File: src/rtl/rmp_pkg.sv
package rmp_pkg;

    localparam int DW        = 8;
    localparam int AW        = 4;
    localparam int NCNT      = 7;
    localparam int MAP_N     = 1 << AW;
    localparam int RAM_BASE  = NCNT + 1;
    localparam int RAM_N     = MAP_N - RAM_BASE;
    localparam int CW        = $clog2(DW + 1);

    localparam logic [6:0] DEV_ADDR = 7'h51;

    localparam int MASK_BIT  = 3;
    localparam int DATE_LOC  = 5;
    localparam int WDAY_LOC  = 6;
    localparam logic [DW-1:0] DATE_KEEP = 8'h3F;
    localparam logic [DW-1:0] WDAY_KEEP = 8'h1F;

    typedef enum logic [2:0] {
        S_IDLE,
        S_ADDR,
        S_ADDR_ACK,
        S_WR,
        S_WR_ACK,
        S_RD,
        S_RD_ACK
    } eng_state_e;

    typedef struct packed {
        logic          en;
        logic [AW-1:0] addr;
        logic [DW-1:0] data;
    } wr_req_t;

    typedef struct packed {
        logic scl_rise;
        logic scl_fall;
        logic start;
        logic stop;
        logic sda;
    } bus_ev_t;

    function automatic logic [DW-1:0] mask_read(
        input logic [AW-1:0] addr,
        input logic [DW-1:0] data,
        input logic          mask_on
    );
        logic [DW-1:0] r;
        r = data;
        if (mask_on) begin
            if (addr == AW'(DATE_LOC)) r = data & DATE_KEEP;
            if (addr == AW'(WDAY_LOC)) r = data & WDAY_KEEP;
        end
        return r;
    endfunction

endpackage

File: src/rtl/rmp_sync_detect.sv
module rmp_sync_detect
    import rmp_pkg::*;
#(
    parameter int STAGES = 2
) (
    input  logic    clk,
    input  logic    rst,
    input  logic    scl_i,
    input  logic    sda_i,
    output bus_ev_t ev
);

    logic [STAGES-1:0] scl_sr, sda_sr;
    logic              scl_q, sda_q;
    logic              scl_s, sda_s;

    always_ff @(posedge clk) begin
        if (rst) begin
            scl_sr <= '1;
            sda_sr <= '1;
            scl_q  <= 1'b1;
            sda_q  <= 1'b1;
        end else begin
            scl_sr <= {scl_sr[STAGES-2:0], scl_i};
            sda_sr <= {sda_sr[STAGES-2:0], sda_i};
            scl_q  <= scl_s;
            sda_q  <= sda_s;
        end
    end

    assign scl_s = scl_sr[STAGES-1];
    assign sda_s = sda_sr[STAGES-1];

    always_comb begin
        ev.scl_rise = scl_s & ~scl_q;
        ev.scl_fall = ~scl_s & scl_q;
        ev.start    = scl_s & scl_q & sda_q & ~sda_s;
        ev.stop     = scl_s & scl_q & ~sda_q & sda_s;
        ev.sda      = sda_s;
    end

endmodule

File: src/rtl/rmp_byte_engine.sv
module rmp_byte_engine
    import rmp_pkg::*;
#(
    parameter logic [6:0] ADDR7 = DEV_ADDR
) (
    input  logic          clk,
    input  logic          rst,
    input  bus_ev_t       ev,
    input  logic [DW-1:0] rd_data,
    output logic          sda_oe,
    output wr_req_t       wr,
    output logic          cap_stb,
    output logic [AW-1:0] ptr,
    output logic          ptr_inc,
    output logic          ptr_load
);

    eng_state_e    state;
    logic [CW-1:0] bitcnt;
    logic [DW-1:0] shreg;
    logic [DW-1:0] obuf;
    logic          rw;
    logic          first;
    logic          mst_ack;

    logic rx_done, addr_hit, rd_adv, is_rx;

    always_comb begin
        is_rx    = (state == S_ADDR) || (state == S_WR);
        rx_done  = ev.scl_fall && is_rx && (bitcnt == CW'(DW));
        addr_hit = (shreg[DW-1:1] == ADDR7);
        rd_adv   = ev.scl_fall && (state == S_RD) && (bitcnt == CW'(DW - 1));
        ptr_load = rx_done && (state == S_WR) && first;
        wr.en    = rx_done && (state == S_WR) && !first;
        wr.addr  = ptr;
        wr.data  = shreg;
        ptr_inc  = wr.en || rd_adv;
        cap_stb  = rx_done && (state == S_ADDR) && addr_hit && shreg[0];
    end

    // pointer: only the low address bits of the pointer byte are kept
    always_ff @(posedge clk) begin
        if (rst)           ptr <= '0;
        else if (ptr_load) ptr <= shreg[AW-1:0];
        else if (ptr_inc)  ptr <= ptr + AW'(1);
    end

    always_ff @(posedge clk) begin
        if (rst) begin
            state   <= S_IDLE;
            bitcnt  <= '0;
            shreg   <= '0;
            obuf    <= '0;
            rw      <= 1'b0;
            first   <= 1'b0;
            sda_oe  <= 1'b0;
            mst_ack <= 1'b0;
        end else if (ev.start) begin
            state  <= S_ADDR;
            bitcnt <= '0;
            sda_oe <= 1'b0;
        end else if (ev.stop) begin
            state  <= S_IDLE;
            sda_oe <= 1'b0;
        end else begin
            unique case (state)
                S_ADDR, S_WR: begin
                    if (ev.scl_rise && bitcnt != CW'(DW)) begin
                        shreg  <= {shreg[DW-2:0], ev.sda};
                        bitcnt <= bitcnt + CW'(1);
                    end else if (rx_done) begin
                        if (state == S_ADDR) begin
                            if (addr_hit) begin
                                state  <= S_ADDR_ACK;
                                sda_oe <= 1'b1;
                                rw     <= shreg[0];
                                first  <= ~shreg[0];
                            end else begin
                                state <= S_IDLE;
                            end
                        end else begin
                            state  <= S_WR_ACK;
                            sda_oe <= 1'b1;
                            first  <= 1'b0;
                        end
                    end
                end
                S_ADDR_ACK: begin
                    if (ev.scl_fall) begin
                        bitcnt <= '0;
                        if (rw) begin
                            obuf   <= rd_data;
                            sda_oe <= ~rd_data[DW-1];
                            state  <= S_RD;
                        end else begin
                            sda_oe <= 1'b0;
                            state  <= S_WR;
                        end
                    end
                end
                S_WR_ACK: begin
                    if (ev.scl_fall) begin
                        sda_oe <= 1'b0;
                        bitcnt <= '0;
                        state  <= S_WR;
                    end
                end
                S_RD: begin
                    if (ev.scl_fall) begin
                        if (bitcnt == CW'(DW - 1)) begin
                            sda_oe <= 1'b0;
                            state  <= S_RD_ACK;
                        end else begin
                            obuf   <= {obuf[DW-2:0], 1'b0};
                            sda_oe <= ~obuf[DW-2];
                            bitcnt <= bitcnt + CW'(1);
                        end
                    end
                end
                S_RD_ACK: begin
                    if (ev.scl_rise) begin
                        mst_ack <= ~ev.sda;
                    end else if (ev.scl_fall) begin
                        if (mst_ack) begin
                            obuf   <= rd_data;
                            sda_oe <= ~rd_data[DW-1];
                            bitcnt <= '0;
                            state  <= S_RD;
                        end else begin
                            state <= S_IDLE;
                        end
                    end
                end
                default: begin
                    sda_oe <= 1'b0;
                end
            endcase
        end
    end

endmodule

File: src/rtl/rmp_regfile.sv
module rmp_regfile
    import rmp_pkg::*;
(
    input  logic               clk,
    input  logic               rst,
    input  wr_req_t            wr,
    input  logic               cap_stb,
    input  logic [AW-1:0]      rd_ptr,
    input  logic [NCNT*DW-1:0] cnt_live,
    output logic [DW-1:0]      rd_data,
    output logic [NCNT-1:0]    cnt_we,
    output logic [DW-1:0]      cnt_wdata,
    output logic [DW-1:0]      ctrl
);

    logic [DW-1:0] cap_q    [NCNT];
    logic [DW-1:0] ram_q    [RAM_N];
    logic [DW-1:0] map_view [MAP_N];

    always_ff @(posedge clk) begin
        if (rst)                           ctrl <= '0;
        else if (wr.en && wr.addr == '0)   ctrl <= wr.data;
    end

    always_ff @(posedge clk) begin
        if (rst) cnt_wdata <= '0;
        else     cnt_wdata <= wr.data;
    end

    assign map_view[0] = ctrl;

    for (genvar k = 0; k < NCNT; k++) begin : g_cnt
        always_ff @(posedge clk) begin
            if (rst)          cap_q[k] <= '0;
            else if (cap_stb) cap_q[k] <= cnt_live[k*DW +: DW];
        end
        always_ff @(posedge clk) begin
            if (rst) cnt_we[k] <= 1'b0;
            else     cnt_we[k] <= wr.en && (wr.addr == AW'(k + 1));
        end
        assign map_view[k + 1] = cap_q[k];
    end

    for (genvar j = 0; j < RAM_N; j++) begin : g_ram
        always_ff @(posedge clk) begin
            if (rst)                                       ram_q[j] <= '0;
            else if (wr.en && wr.addr == AW'(RAM_BASE + j)) ram_q[j] <= wr.data;
        end
        assign map_view[RAM_BASE + j] = ram_q[j];
    end

    assign rd_data = mask_read(rd_ptr, map_view[rd_ptr], ctrl[MASK_BIT]);

endmodule

File: src/rtl/serial_regmap_port.sv
module serial_regmap_port
    import rmp_pkg::*;
#(
    parameter logic [6:0] ADDR7       = DEV_ADDR,
    parameter int         SYNC_STAGES = 2
) (
    input  logic               clk,
    input  logic               rst,
    input  logic               scl_i,
    input  logic               sda_i,
    output logic               sda_oe_o,
    input  logic [NCNT*DW-1:0] cnt_live_i,
    output logic [NCNT-1:0]    cnt_we_o,
    output logic [DW-1:0]      cnt_wdata_o,
    output logic [DW-1:0]      ctrl_o
);

    bus_ev_t       ev;
    wr_req_t       wr;
    logic          cap_stb;
    logic [AW-1:0] ptr;
    logic          ptr_inc, ptr_load;
    logic [DW-1:0] rd_data;
    logic          stop_evt;

    assign stop_evt = ev.stop;

    rmp_sync_detect #(.STAGES(SYNC_STAGES)) u_sync (
        .clk   (clk),
        .rst   (rst),
        .scl_i (scl_i),
        .sda_i (sda_i),
        .ev    (ev)
    );

    rmp_byte_engine #(.ADDR7(ADDR7)) u_eng (
        .clk      (clk),
        .rst      (rst),
        .ev       (ev),
        .rd_data  (rd_data),
        .sda_oe   (sda_oe_o),
        .wr       (wr),
        .cap_stb  (cap_stb),
        .ptr      (ptr),
        .ptr_inc  (ptr_inc),
        .ptr_load (ptr_load)
    );

    rmp_regfile u_regs (
        .clk       (clk),
        .rst       (rst),
        .wr        (wr),
        .cap_stb   (cap_stb),
        .rd_ptr    (ptr),
        .cnt_live  (cnt_live_i),
        .rd_data   (rd_data),
        .cnt_we    (cnt_we_o),
        .cnt_wdata (cnt_wdata_o),
        .ctrl      (ctrl_o)
    );

endmodule

File: config.mk
export PLATFORM = sky130hd
export DESIGN_NAME = serial_regmap_port
export DESIGN_NICKNAME = d
export VERILOG_FILES = /design/src/rtl/rmp_pkg.sv /design/src/rtl/rmp_sync_detect.sv /design/src/rtl/rmp_byte_engine.sv /design/src/rtl/rmp_regfile.sv /design/src/rtl/serial_regmap_port.sv
export SDC_FILE = /design/constraint.sdc
export NUM_CORES = 1
export LEC_CHECK = 0
export CAP_MARGIN = 0
export CORE_ASPECT_RATIO = 1.75
export CORE_MARGIN = 2
export CORE_UTILIZATION = 55
export DETAILED_ROUTE_END_ITERATION = 7
export DONT_BUFFER_PORTS = 1
export GPL_TIMING_DRIVEN = 0
export PLACE_DENSITY_LB_ADDON = 0.05
export SETUP_SLACK_MARGIN = 0.4
export SLEW_MARGIN = 20
export SYNTH_ARGS = -nofsm -noshare
export SYNTH_HDL_FRONTEND = slang
export SYNTH_HIERARCHICAL = 1
export SYNTH_SLANG_ARGS = --single-unit
File: constraint.sdc
create_clock -name clk -period 2.8 [get_ports clk]
set_input_delay 0.56 -clock clk [delete_from_list [all_inputs] [get_ports clk]]
set_output_delay 0.56 -clock clk [all_outputs]
set_load 0.05 [all_outputs]
==> results.txt <==
status = completed
Synth Cell Area = 8200 um2
via count = 5359
Via density = 5.89
CORE AREA = 14700 um2
wire per inst = 21.0 um
largest net degree at the start of global routing = 57
vias in the first global route = 5323
final period utilization = 82.7%
Final Cell Area = 9290 um2
Hold WC Path Type = input port to flip-flop
worst-case clock buffer depth = 2
fill count = 1159
clock skew = 0.0130 ns
DIE AREA = 15900 um2
Worst Reg-to-Reg Cells = 7
Starting Density = 55.8%
final RePlAce weighted congestion = 0.917
Post-DP Area = 8440 um2
Synth warnings = 6
first-pass GRT wire length = 29000 um
hold slack = 0.226 ns
Total GRT Usage = 25.0%
Top delay family on crit path = simple AND/OR/NAND/NOR gates
htree depth = 4
min cycle time layout = 2.32 ns
GR Util met3 = 3.58%
GR met2 Demand/Resource = 43.9%
Least-Margin Pin Slew = 0.614 ns
fin util = 63.3%
Worst Hold Depth = 1
Worst Path Required = 3.11 ns
Net Count, Synth = 745
crit path buf inv count = 1
Startpoint Class = flip-flop
share of cells above drive strength 1 = 18.7%
Avg Inst Size Synth = 12.0 um2
CP Depth = 7
Max Slew Vio Count = 0
VDD IR max = 382 uV
Post-Route WL = 19100 um
CP arrival = 2.63 ns
Max stage delay on crit path = 0.54 ns
Total Power = 5340 uW
M1 GR Usage = 30.3%
Die Height = 165 um
Slowest-stage cell, CP = or4_4
Syn-to-layout area delta = 13.4%
DR iter-0 viols = 367
Skew-Pair Late Insertion Delay = 0.43 ns
Syn Inst Count = 682
CTS clock-pin slew for the worst setup and hold paths = 0.08 ns
setup violators final = 0
FP Rows = 59
RSZ-0062 raised after global routing = true
clk root buf = clkbuf_16
final hold violation count = 0
total CTS buffers = 17
total gr overflow = 0
CTS tree = yes
fin nets = 776
drc violations = 0
TritonCTS Sinks = 179
hpwl dp = 13600 um
Max Clock Freq = 432 MHz
crit-path cells = ha_1 -> and3b_1 -> buf_6 -> o21a_1 -> or4_4 -> or3_1 -> a32o_1
CP Max Fanout = 5
MaxCap Viol Count = 0
port bufs = 0
pwr/cell area = 575 nW/um2
gr busiest metal = met2
Die Span X = 96.3 um
Setup crit end kind = flip-flop
max_slew headroom = 58.7%
P_leak = 0.00344 uW
I/O pin count = 84
antenna violations before repair = 1
Final ANT Viol Nets = 0
CP Class = flip-flop to flip-flop
DRT Pass-1 Iters = 5
## registers in the layout (all words and copies together), names as in the netlist, 2 cells and up
signal / flops
u_eng/bitcnt: 4
u_regs/cap_q: 56
u_eng/state: 3
u_eng/ptr: 4
u_sync/scl_sr: 2
u_regs/ctrl: 8
u_eng/shreg: 8
u_regs/cnt_wdata: 8
u_regs/ram_q: 64
u_sync/sda_sr: 2
u_regs/cnt_we: 7
u_eng/obuf: 7
## what timing repair did
item / CTS / global route
hold buffers: 0 / 0
gates resized for setup: 44 / 21
gates cloned: 0 / 1
endpoints found under the hold margin: 0 / 0
buffers inserted: 2 / 9
pin swaps: 1 / 2
endpoints found under the setup margin: 249 / 166
## power breakdown
group          leakage (uW)  internal [uW]  switching, uW  total [uW]
clock network      0.000278           1180           1110        2290
logic               0.00150           51.2           82.4         134
registers           0.00166           2890           26.5        2910
## layout by cell type, fill, tap and decap left out, drive strengths merged, types with 3 or more instances in the layout
cell / count
o211ai: 3
o21ai: 8
a22oi: 3
nand3: 9
o211a: 3
nand3b: 5
nand2: 28
dfxtp: 59
nor2: 123
mux4: 29
clkinv: 7
or3: 4
and2: 60
mux2i: 21
ha: 3
clkbuf: 38
nor2b: 13
a21oi: 14
and4b: 3
o22ai: 11
nor3: 8
or2: 11
nand4: 4
buf: 46
nand2b: 28
a311oi: 8
inv: 20
edfxtp: 120
nor4bb: 3
## worst paths after layout
check                                from                           end  slack [ns]
max          u_eng/bitcnt[0]$_SDFFE_PP0P_  u_eng/bitcnt[2]$_SDFFE_PP0P_        0.48
min reg2reg   u_sync/scl_sr[0]$_SDFF_PP1_   u_sync/scl_sr[1]$_SDFF_PP1_        0.41
min                                   rst       u_sync/scl_q$_SDFF_PP1_        0.23
max reg2reg  u_eng/bitcnt[0]$_SDFFE_PP0P_  u_eng/bitcnt[2]$_SDFFE_PP0P_        0.48
## worst reg2reg max path, delay by kind of cell, from the launching register on
family	cells	cell delay (ns)
AND/OR/NAND/NOR	3	1.08
AO/OA/AOI/OAI	2	0.42
flip-flops	1	0.35
adder cells (fa/ha/maj)	1	0.23
buffers and inverters	1	0.13
## cell type report
class	instances	area [um2]	share of cell area (%)
inverter	14	52.6	0.566
sequential	179	4790	51.5
clock buffer	18	429	4.62
antenna	1	2.50	0.0269
buffer	55	349	3.76
timing repair buffer	11	82.6	0.889
clock inverter	14	143	1.53
tap	183	229	2.46
multi-input combinational	435	3220	34.6
## routing by layer
metal  vias up  share of wire, %  routed length (um)
met1      2636                39                7390
met3        35               4.4                 845
met5         -                 0                   0
met4         0               3.3                 626
met2       185                54               10300
li1       2503                 -                   -
## through the flow
stage / setup TNS [ns] / std cells / setup WS, ns
floorplan: 0 / 682 / 0.404
global placement: -50.92 / 865 / -0.642
detailed placement: -54.71 / 865 / -0.649
CTS: 0 / 899 / 0.356
global route: 0 / 910 / 0.354
finish: 0 / 910 / 0.484
Power figures use the tool's default switching activity.
